`src/rtl/irq_ctl_pkg.sv`:
```
package irq_ctl_pkg;

  localparam int REG_W   = 8;
  localparam int LEVEL_W = 3;

  localparam int FLAG_BIT = 3;
  localparam int POL_BIT  = 4;
  localparam int RSVD_BIT = 5;

  typedef struct packed {
    logic wrCfg;    // update priority, polarity and reserved bit
    logic clrFlag;  // software wrote 0 to the flag
    logic ackFlag;  // arbiter accepted the request
    logic setFlag;  // a selected edge was detected
  } ctlStrobe_t;

endpackage

```
`src/rtl/irq_ctl_control.sv`:
```
module irq_ctl_control
  import irq_ctl_pkg::*;
#(
  parameter int   SYNC_STAGES = 2,
  parameter logic PIN_IDLE    = 1'b1
) (
  input  logic       clk,
  input  logic       rstN,
  input  logic       busSel,
  input  logic       busWe,
  input  logic       wrFlagBit,
  input  logic       extPin,
  input  logic       bothEdges,
  input  logic       polRise,
  input  logic       irqAck,
  output logic       edgeHit,
  output ctlStrobe_t strobes
);

  logic [SYNC_STAGES-1:0] syncQ;
  logic                   prevQ;
  logic                   pinNow;
  logic                   riseSeen;
  logic                   fallSeen;

  for (genvar i = 0; i < SYNC_STAGES; i++) begin : g_sync
    if (i == 0) begin : g_first
      always_ff @(posedge clk or negedge rstN) begin
        if (!rstN) syncQ[i] <= PIN_IDLE;
        else       syncQ[i] <= extPin;
      end
    end else begin : g_next
      always_ff @(posedge clk or negedge rstN) begin
        if (!rstN) syncQ[i] <= PIN_IDLE;
        else       syncQ[i] <= syncQ[i-1];
      end
    end
  end

  assign pinNow = syncQ[SYNC_STAGES-1];

  always_ff @(posedge clk or negedge rstN) begin
    if (!rstN) prevQ <= PIN_IDLE;
    else       prevQ <= pinNow;
  end

  assign riseSeen = pinNow & ~prevQ;
  assign fallSeen = ~pinNow & prevQ;

  always_comb begin
    if (bothEdges)    edgeHit = riseSeen | fallSeen;
    else if (polRise) edgeHit = riseSeen;
    else              edgeHit = fallSeen;
  end

  always_comb begin
    strobes.wrCfg   = busSel & busWe;
    strobes.clrFlag = busSel & busWe & ~wrFlagBit;
    strobes.ackFlag = irqAck;
    strobes.setFlag = edgeHit;
  end

endmodule

```
`src/rtl/irq_ctl_datapath.sv`:
```
module irq_ctl_datapath
  import irq_ctl_pkg::*;
(
  input  logic               clk,
  input  logic               rstN,
  input  ctlStrobe_t         strobes,
  input  logic [REG_W-1:0]   wrData,
  output logic [REG_W-1:0]   rdData,
  output logic               polRise,
  output logic               irqReq,
  output logic [LEVEL_W-1:0] irqLevel
);

  logic [LEVEL_W-1:0] levelQ;
  logic               flagQ;
  logic               polQ;
  logic               rsvdQ;
  logic [1:0]         unusedHi;

  assign unusedHi = wrData[REG_W-1:REG_W-2];

  always_ff @(posedge clk or negedge rstN) begin
    if (!rstN) begin
      levelQ <= '0;
      polQ   <= 1'b0;
      rsvdQ  <= 1'b0;
    end else if (strobes.wrCfg) begin
      levelQ <= wrData[LEVEL_W-1:0];
      polQ   <= wrData[POL_BIT];
      rsvdQ  <= wrData[RSVD_BIT];
    end
  end

  always_ff @(posedge clk or negedge rstN) begin
    if (!rstN)                                   flagQ <= 1'b0;
    else if (strobes.setFlag)                    flagQ <= 1'b1;
    else if (strobes.clrFlag || strobes.ackFlag) flagQ <= 1'b0;
  end

  always_comb begin
    rdData                 = '0;
    rdData[LEVEL_W-1:0]    = levelQ;
    rdData[FLAG_BIT]       = flagQ;
    rdData[POL_BIT]        = polQ;
    rdData[RSVD_BIT]       = rsvdQ;
  end

  assign polRise  = polQ;
  assign irqLevel = levelQ;
  assign irqReq   = flagQ & (|levelQ);

endmodule

```
`src/rtl/irq_ctl_unit.sv`:
```
module irq_ctl_unit
  import irq_ctl_pkg::*;
#(
  parameter int   SYNC_STAGES = 2,
  parameter logic PIN_IDLE    = 1'b1
) (
  input  logic               clk,
  input  logic               rstN,
  input  logic               busSel,
  input  logic               busWe,
  input  logic [REG_W-1:0]   busWdata,
  output logic [REG_W-1:0]   busRdata,
  input  logic               extPin,
  input  logic               bothEdges,
  input  logic               irqAck,
  output logic               irqReq,
  output logic [LEVEL_W-1:0] irqLevel
);

  ctlStrobe_t strobes;
  logic       polRise;
  logic       edgeHit;

  irq_ctl_control #(
    .SYNC_STAGES(SYNC_STAGES),
    .PIN_IDLE   (PIN_IDLE)
  ) u_control (
    .clk      (clk),
    .rstN     (rstN),
    .busSel   (busSel),
    .busWe    (busWe),
    .wrFlagBit(busWdata[FLAG_BIT]),
    .extPin   (extPin),
    .bothEdges(bothEdges),
    .polRise  (polRise),
    .irqAck   (irqAck),
    .edgeHit  (edgeHit),
    .strobes  (strobes)
  );

  irq_ctl_datapath u_datapath (
    .clk     (clk),
    .rstN    (rstN),
    .strobes (strobes),
    .wrData  (busWdata),
    .rdData  (busRdata),
    .polRise (polRise),
    .irqReq  (irqReq),
    .irqLevel(irqLevel)
  );

endmodule

```
`config.mk`:
```
export PLATFORM = sky130hd
export DESIGN_NAME = irq_ctl_unit
export DESIGN_NICKNAME = d
export VERILOG_FILES = /design/src/rtl/irq_ctl_pkg.sv /design/src/rtl/irq_ctl_control.sv /design/src/rtl/irq_ctl_datapath.sv /design/src/rtl/irq_ctl_unit.sv
export SDC_FILE = /design/constraint.sdc
export NUM_CORES = 1
export LEC_CHECK = 0
export BUFFER_PORTS_ARGS = -buffer_cell sky130_fd_sc_hd__buf_4
export CORE_AREA = 4 4 41 43
export CTS_BUF_LIST = sky130_fd_sc_hd__clkbuf_8
export DETAILED_ROUTE_END_ITERATION = 7
export DIE_AREA = 0 0 45 47
export GPL_TIMING_DRIVEN = 0
export HOLD_SLACK_MARGIN = 0.06
export PLACE_DENSITY = 0.72
export SLEW_MARGIN = 40
export SYNTH_ARGS = -nofsm -noshare
export SYNTH_HDL_FRONTEND = slang
export SYNTH_SLANG_ARGS = --single-unit
```
`constraint.sdc`:
```
create_clock -name clk -period 2.2 [get_ports clk]
set_input_delay 0.22 -clock clk [delete_from_list [all_inputs] [get_ports clk]]
set_output_delay 0.22 -clock clk [all_outputs]
set_load 0.02 [all_outputs]
```
* After elaboration in Yosys (flattened, before gate mapping) *
Cells that the tools add are included.

storage, ports and cells
  register bits after elaboration = 9
  input port bits = 15

operators by class
  bitwise logic cells = 9
  reductions and logical operators = 3
  multiplexer cells = 4

operators by type and width
  kind                number
  $and A1 B1 Y1       5
  $mux W1             4
  $not A1 Y1          3
  $reduce_or A3 Y1    1
  $reduce_bool A2 Y1  1
  $logic_or A1 B1 Y1  1
  $or A1 B1 Y1        1

* Longest topological paths before layout *
Gate-level depths: netlist of run 1.

  depth after elaboration = 5
  gate-level depth with buffers = 4
  gate-level depth less buffers = 4

* Modules after synthesis *
A second synthesis of run 1 with hierarchy kept.

unflattened totals
  cells, all modules = 36
  area, all modules = 459.2 um^2

modules (own cells, without submodules)
  module            cells an instance  instances  seq. area each (um^2)  area each (um^2)
  irq_ctl_datapath  23                 1          150.1                  290.3
  irq_ctl_control   13                 1          78.8                   168.9

* Worst setup path after synthesis of run 1 *
No wires, ideal clock.

  kind = reg-to-reg
  start = register u_control.syncQ[1], in the netlist u_control.pinNow
  end = register u_datapath.flagQ
  arrival = 0.973 ns
  data required time = 2.062 ns
  slack = 1.089 ns
  cell stages (with the launch flop) = 5
  period minus slack after synthesis = 1.111 ns
  buffers on the path = 0
  path through = dfstp_2 -> inv_1 -> ha_1 -> nand2b_1 -> o221ai_1

on the way
  longest elaborated chain between the ends = 5
  elaborated cells between the ends (all ways) = 8
  those cells by class = mux (3); bitwise (4); reduce/logical (1)

RTL lines
  element                                        line                                          source
  start, declared                                irq_ctl_control.sv:20                         logic [SYNC_STAGES-1:0] syncQ;
  start signal, assigned by index                irq_ctl_control.sv:35                         else syncQ[i] <= syncQ[i-1];
  $not A1 Y1                                     irq_ctl_control.sv:48                         assign fallSeen = ~pinNow & prevQ;
  $and A1 B1 Y1                                  irq_ctl_control.sv:48
  $mux W1 or $or A1 B1 Y1 (tied branches)        irq_ctl_control.sv:52, irq_ctl_control.sv:51
  $mux W1 *                                      irq_ctl_control.sv:51                         if (bothEdges) edgeHit = riseSeen | fallSeen;
  $mux W1 or $reduce_bool A2 Y1 (tied branches)  -
  end signal, assigned                           irq_ctl_datapath.sv:35                        if (!rstN) flagQ <= 1'b0;
  end signal, assigned                           irq_ctl_datapath.sv:36                        else if (strobes.setFlag) flagQ <= 1'b1;
  end signal, assigned                           irq_ctl_datapath.sv:37                        else if (strobes.clrFlag || strobes.ackFlag) flagQ <= 1'b0;
  end, declared                                  irq_ctl_datapath.sv:15                        logic flagQ;

Mark *: on every way between the ends. The rest lies on a longest branch, timed or not.
A chain may end at the register's enable or synchronous reset.

* Worst setup path after layout of run 1 *
  start = register u_datapath.levelQ[1], in the netlist u_datapath.irqLevel[1]
  end = output port irqReq

on the way
  longest elaborated chain between the ends = 2

RTL lines
  element                 line                    source
  start, declared         irq_ctl_datapath.sv:14  logic [LEVEL_W-1:0] levelQ;
  start signal, assigned  irq_ctl_datapath.sv:28  levelQ <= wrData[LEVEL_W-1:0];
  $reduce_or A3 Y1        irq_ctl_datapath.sv:50  assign irqReq = flagQ & (|levelQ);
  $and A1 B1 Y1           irq_ctl_datapath.sv:50
  end, declared           irq_ctl_unit.sv:16      output logic irqReq,

Every way passes these cells.

==> reports/results.ini, run 1 <==
[power]
peakVddDrop_uv = 363
leakage_nw = 0.355
p_per_area_nw_per_um2 = 806

[clock_network]
insertion_delay_ns = 0.23
cts_setup_buffers = 0
clockBufferDepth = 2
clock-sinks = 9
root_buffer = clkbuf_8
cts_resized = 0
cts_buffers = 3
cts_tree = yes
htree_levels = 1
clk_pin_slew_worst_paths_ns = 0.04

[logic_synthesis]
syn-mean-instance-area_um2 = 12.9
synthSimpleGateAreaFrac_pct = 6.57
yosysSeqAreaShare_pct = 52.3
ys_seq_elements = 9
synth_compound_area_share_pct = 4.00
syn-cell-area_um2 = 438
synth_top_family_by_area = buffers and inverters
ys_warn_count = 0
synthMuxAreaShare_pct = 15.1
synthAdderAreaFrac_pct = 5.71
synth.distinct_cells = 13
synth_xor_area_share_pct = 0
synth_cells = 34

[setup_path]
cp.required_ns = 1.98
r2r-end = u_datapath.flagQ
timing.rr.start = u_control.pinNow
cp-start-kind = flip-flop
r2r_cells = 4
worstSetupEndpointType = output port
cp-startpoint = u_datapath.irqLevel[1]
path_max_fanout = 4
critPathKind = reg -> out
reg2reg_slack_ns = 1.02
arrival_ns = 1.12
crit_end = irqReq

[sta]
max_freq_ghz = 0.747
final-max-slew-violation-count = 0
worst_slack_ns = 0.862
min_period_ns = 1.34
hold_ws_ns = 0.0933
setup_viol = 0
post-route-period-util_pct = 60.8
hold_viol_final = 0
rsz0062_at_grt = no
fin_skew_ns = 0.0000969
tns_ns = 0

[global_routing]
grt_pass1_wl_um = 1380
track_usage_pct = 9.84
grt_pass1_vias = 353
grt.overflow.total = 0
grt_max_degree = 10
antenna_found_initial = 0

[placed_design]
place.gp.congestion = 0.620
placed_area_um2 = 626
place_hpwl_um = 709
pre_cts_ws_ns = 1.02
portBuffers = 22

[layout]
mostFrequentLayoutCells = 30 x buf_4, 6 x dfrtp_1, 5 x mux2_2
fin_area_um2 = 681
syn_to_final_growth_pct = 55.4
fin_nets = 80
drive_gt1_share_pct = 69.4
antenna_cells = 0
final_common_cell = buf_4

[detailed_routing]
wl_per_cell_um = 11.6
drc = 0
num_vias = 336
drt_first_pass_iters = 2
totalWireLength_um = 895
ant_nets = 0
first_iter_violations = 4
via_per_inst = 4.36

[floorplan]
pin_count = 27
die_x_um = 45
core_um2 = 1300
die-area_um2 = 2120
start_util_pct = 33.7
row_count = 13
fp.dieH_um = 47

[run_status]
outcome = completed

[worst_hold_path]
min_path_type = in -> reg

[flow_run]
maxCapViolations = 0

## timing repair
action,4_1_cts,5_1_grt
hold buffers,1,0
endpoints found under the setup margin,0,0
endpoints found under the hold margin,9,0
## Yosys cell counts
cell type | number | area (um^2)
and3b_2 | 1 | 10.0
buf_4 | 8 | 60.1
conb_1 | 1 | 3.75
dfrtp_1 | 6 | 150
dfstp_2 | 3 | 78.8
ha_1 | 2 | 25.0
inv_1 | 2 | 7.51
mux2_2 | 5 | 56.3
mux2i_1 | 1 | 10.0
nand2_2 | 1 | 6.26
nand2b_1 | 2 | 12.5
o221ai_1 | 1 | 8.76
o31a_1 | 1 | 8.76
## critical path, stage by stage (launching register included)
cell,delay (ns)
dfrtp_1,0.41
o31a_1,0.32
buf_4,0.16
## area by class of cell
| type | instances | area [um^2] |
|---|---|---|
| buffer | 8 | 60.1 |
| clock buffer | 3 | 41.3 |
| clock inverter | 1 | 3.75 |
| fill | 135 | 621 |
| inverter | 2 | 7.51 |
| multi-input combinational | 16 | 145 |
| sequential | 9 | 229 |
| tap | 15 | 18.8 |
| timing repair buffer | 23 | 175 |
## registers in the layout (all words and copies together) (netlist names)
register             flops
u_control.prevQ          1
u_datapath.flagQ         1
u_control.syncQ          1
u_datapath.rsvdQ         1
u_datapath.polRise       1
u_datapath.irqLevel      3
u_control.pinNow         1
## routing by layer
layer / global-route usage (%) / wire length (um)
met1: 10.6 / 348
met2: 15.0 / 401
met3: 2.68 / 118
met4: 10.5 / 26
met5: 0 / 0
## cells by family after synthesis
family          count (synthesis)
flops                           9
buf+inv                        10
other cells                     1
mux                             6
compound gates                  2
fa+ha+maj                       2
simple gates                    4
## report_power, final
part / total (W) / switching (W) / internal (W)
Combinational: 0.000161 / 0.0000709 / 0.0000903
Sequential: 0.000204 / 0.0000164 / 0.000188
Clock: 0.000183 / 0.0000621 / 0.000121
## stage by stage
stage | power [W] | utilization [%] | std cells
CTS | 0.000558 | 52.3 | 77
global placement | 0.000364 | 48.1 | 72
floorplan | 0.000296 | - | 35
finish | 0.000549 | 52.3 | 77
global route | 0.000579 | 52.3 | 77
detailed placement | 0.000368 | 48.1 | 72
## worst min-delay path by stage
stage | from | end | slack, ns | cells past startpoint
2_1_floorplan | rstN | u_datapath.flagQ | -0.08 | 0
3_3_place_gp | rstN | u_datapath.rsvdQ | 0.05 | 1
3_5_place_dp | rstN | u_datapath.rsvdQ | 0.05 | 1
4_1_cts | extPin | u_control.syncQ[0] | 0.09 | 1
5_1_grt | extPin | u_control.syncQ[0] | 0.09 | 1
6_report | extPin | u_control.syncQ[0] | 0.09 | 1
Power figures use the tool's default switching activity.
==> run 2, diff against run 1 <==
==> constraint.sdc (replaced) <==
create_clock -name clk -period 1.38 [get_ports clk]
set_input_delay 0.138 -clock clk [delete_from_list [all_inputs] [get_ports clk]]
set_output_delay 0.138 -clock clk [all_outputs]
set_load 0.02 [all_outputs]
==> run 2 against run 1 <==
Utilization increased by 0.77 points. Combinational power increased by 61%. Global-route usage increased by 0.24 points. Sequential cell count unchanged. Critical path depth unchanged.
==> reports/results.ini, run 2 (synthesized netlist as in run 1, its figures left out) <==
[worst_hold_path]
min_path_type = in -> reg

[setup_path]
cp.required_ns = 1.24  ; -0.74 ns
path_max_fanout = 4  ; unchanged
arrival_ns = 1.12  ; about the same
crit_path_top_delay_cell = dfrtp_1
max_stage_delay_ns = 0.41  ; about the same
path_buf_inv = 1  ; unchanged
path_cells = o31a_1 > buf_4
cp-start-kind = flip-flop
critPathKind = reg -> out
worstSetupEndpointType = output port
crit_family = flip-flops

[flow_run]
maxCapViolations = 0  ; unchanged

[sta]
max_freq_ghz = 0.796
min_period_ns = 1.26
final-max-slew-violation-count = 0  ; unchanged
setup_viol = 0  ; unchanged
post-route-period-util_pct = 91.0
hold_viol_final = 0  ; unchanged
tns_ns = 0  ; unchanged
fin_skew_ns = 0.0000967  ; -0.000000167 ns
rsz0062_at_grt = no

[layout]
final_common_cell = buf_4
largest_reg_flops = 3  ; unchanged
fin_nets = 81  ; +1.3%
fin_area_um2 = 691  ; +1.5%
syn_to_final_growth_pct = 57.7
antenna_cells = 0  ; unchanged
multi_input_area_um2 = 145  ; unchanged
regArea_um2 = 229  ; unchanged
mostFrequentLayoutCells = 30 x buf_4, 6 x dfrtp_1, 5 x mux2_2
fillCellCount = 134  ; -0.74%
drive_gt1_share_pct = 68.3  ; -1.1 points

[floorplan]
die_x_um = 45  ; unchanged
die-area_um2 = 2120  ; unchanged
core_um2 = 1300  ; unchanged
fp.dieH_um = 47  ; unchanged
pin_count = 27  ; unchanged
row_count = 13  ; unchanged
start_util_pct = 33.7  ; unchanged

[detailed_routing]
drt_first_pass_iters = 2  ; unchanged
num_vias = 340  ; +1.2%
ant_nets = 0  ; unchanged
totalWireLength_um = 900  ; +0.56%
drc = 0  ; unchanged
first_iter_violations = 4  ; unchanged
wl_per_cell_um = 11.5  ; -0.73%
via_per_inst = 4.36  ; -0.11%

[placed_design]
place.gp.congestion = 0.620  ; unchanged
place_hpwl_um = 709  ; unchanged
placed_area_um2 = 626  ; unchanged
portBuffers = 22  ; unchanged

[global_routing]
antenna_found_initial = 0  ; unchanged
grt_pass1_wl_um = 1420  ; +3.0%
grt_max_degree = 10  ; unchanged
grt.overflow.total = 0  ; unchanged
grt_pass1_vias = 364  ; +3.1%
track_usage_pct = 10.1  ; +0.24 points

[power]
p_per_area_nw_per_um2 = 1270  ; +57%
peakVddDrop_uv = 579  ; +60%
total_power_w = 0.000877  ; +60%
leakage_nw = 0.360  ; +1.2%

[clock_network]
holdBufCountCts = 2  ; +1
insertion_delay_ns = 0.23  ; about the same
cts_setup_buffers = 0  ; unchanged
clock-sinks = 9  ; unchanged
root_buffer = clkbuf_8
cts_buffers = 3  ; unchanged
clockBufferDepth = 2  ; unchanged
clk_pin_slew_worst_paths_ns = 0.04  ; about the same
htree_levels = 1  ; unchanged
cts_resized = 0  ; unchanged
cts_tree = yes

[run_status]
outcome = completed

-- run 2: report_power, final --
group	leakage (nW)	internal, W	switching (W)
combinational	0.231	0.000146	0.000113
clock	0.0269	0.000193	0.0000989
sequential	0.102	0.000300	0.0000262
-- run 2: final cells by class --
cell class | instances | share of cell area (%)
plain buffers | 8 | 8.70
clock buffers | 3 | 5.98
clock inverters | 1 | 0.543
inverters | 2 | 1.09
multi-input cells | 16 | 21.0
flip-flops and latches | 9 | 33.2
well taps | 15 | 2.72
repair buffers | 24 | 26.8
-- run 2: worst paths after layout --
kind	cells after the start	start	end	slack, ns
worst max-delay path	2	u_datapath.irqLevel[1]	irqReq	0.12
worst min-delay path	2	busWdata[4]	u_datapath.polRise	0.14
worst max register to register	4	u_control.pinNow	u_datapath.flagQ	0.20
worst min register to register	0	u_control.syncQ[0]	u_control.pinNow	0.35
max in group asynchronous	2	rstN	u_control.syncQ[0]	0.91
min in group asynchronous	2	rstN	u_datapath.flagQ	0.26
-- run 2: routing by layer --
metal | track usage (%) | routed length (um) | vias up
li1 | - | - | 159
met1 | 10.8 | 350 | 156
met2 | 15.5 | 407 | 21
met3 | 2.68 | 116 | 4
met4 | 10.5 | 26 | 0
met5 | 0 | 0 | -
-- run 2: per-stage QoR --
| step | std cells | hold WS (ns) | setup slack (ns) | util (%) |
|---|---|---|---|---|
| after floorplan | 35 | -0.158 | 0.269 | - |
| after global placement | 72 | -0.0348 | 0.223 | 48.1 |
| after detailed placement | 72 | -0.0351 | 0.197 | 48.1 |
| after CTS | 78 | 0.134 | 0.107 | 53.1 |
| after global routing | 78 | 0.145 | 0.0842 | 53.1 |
| final | 78 | 0.138 | 0.124 | 53.1 |
-- run 2: worst register-to-register path: stages, from the launching register on --
cell      delay, ns
dfstp_2        0.54
inv_1          0.05
ha_1           0.26
nand2b_1       0.09
o221ai_1       0.11
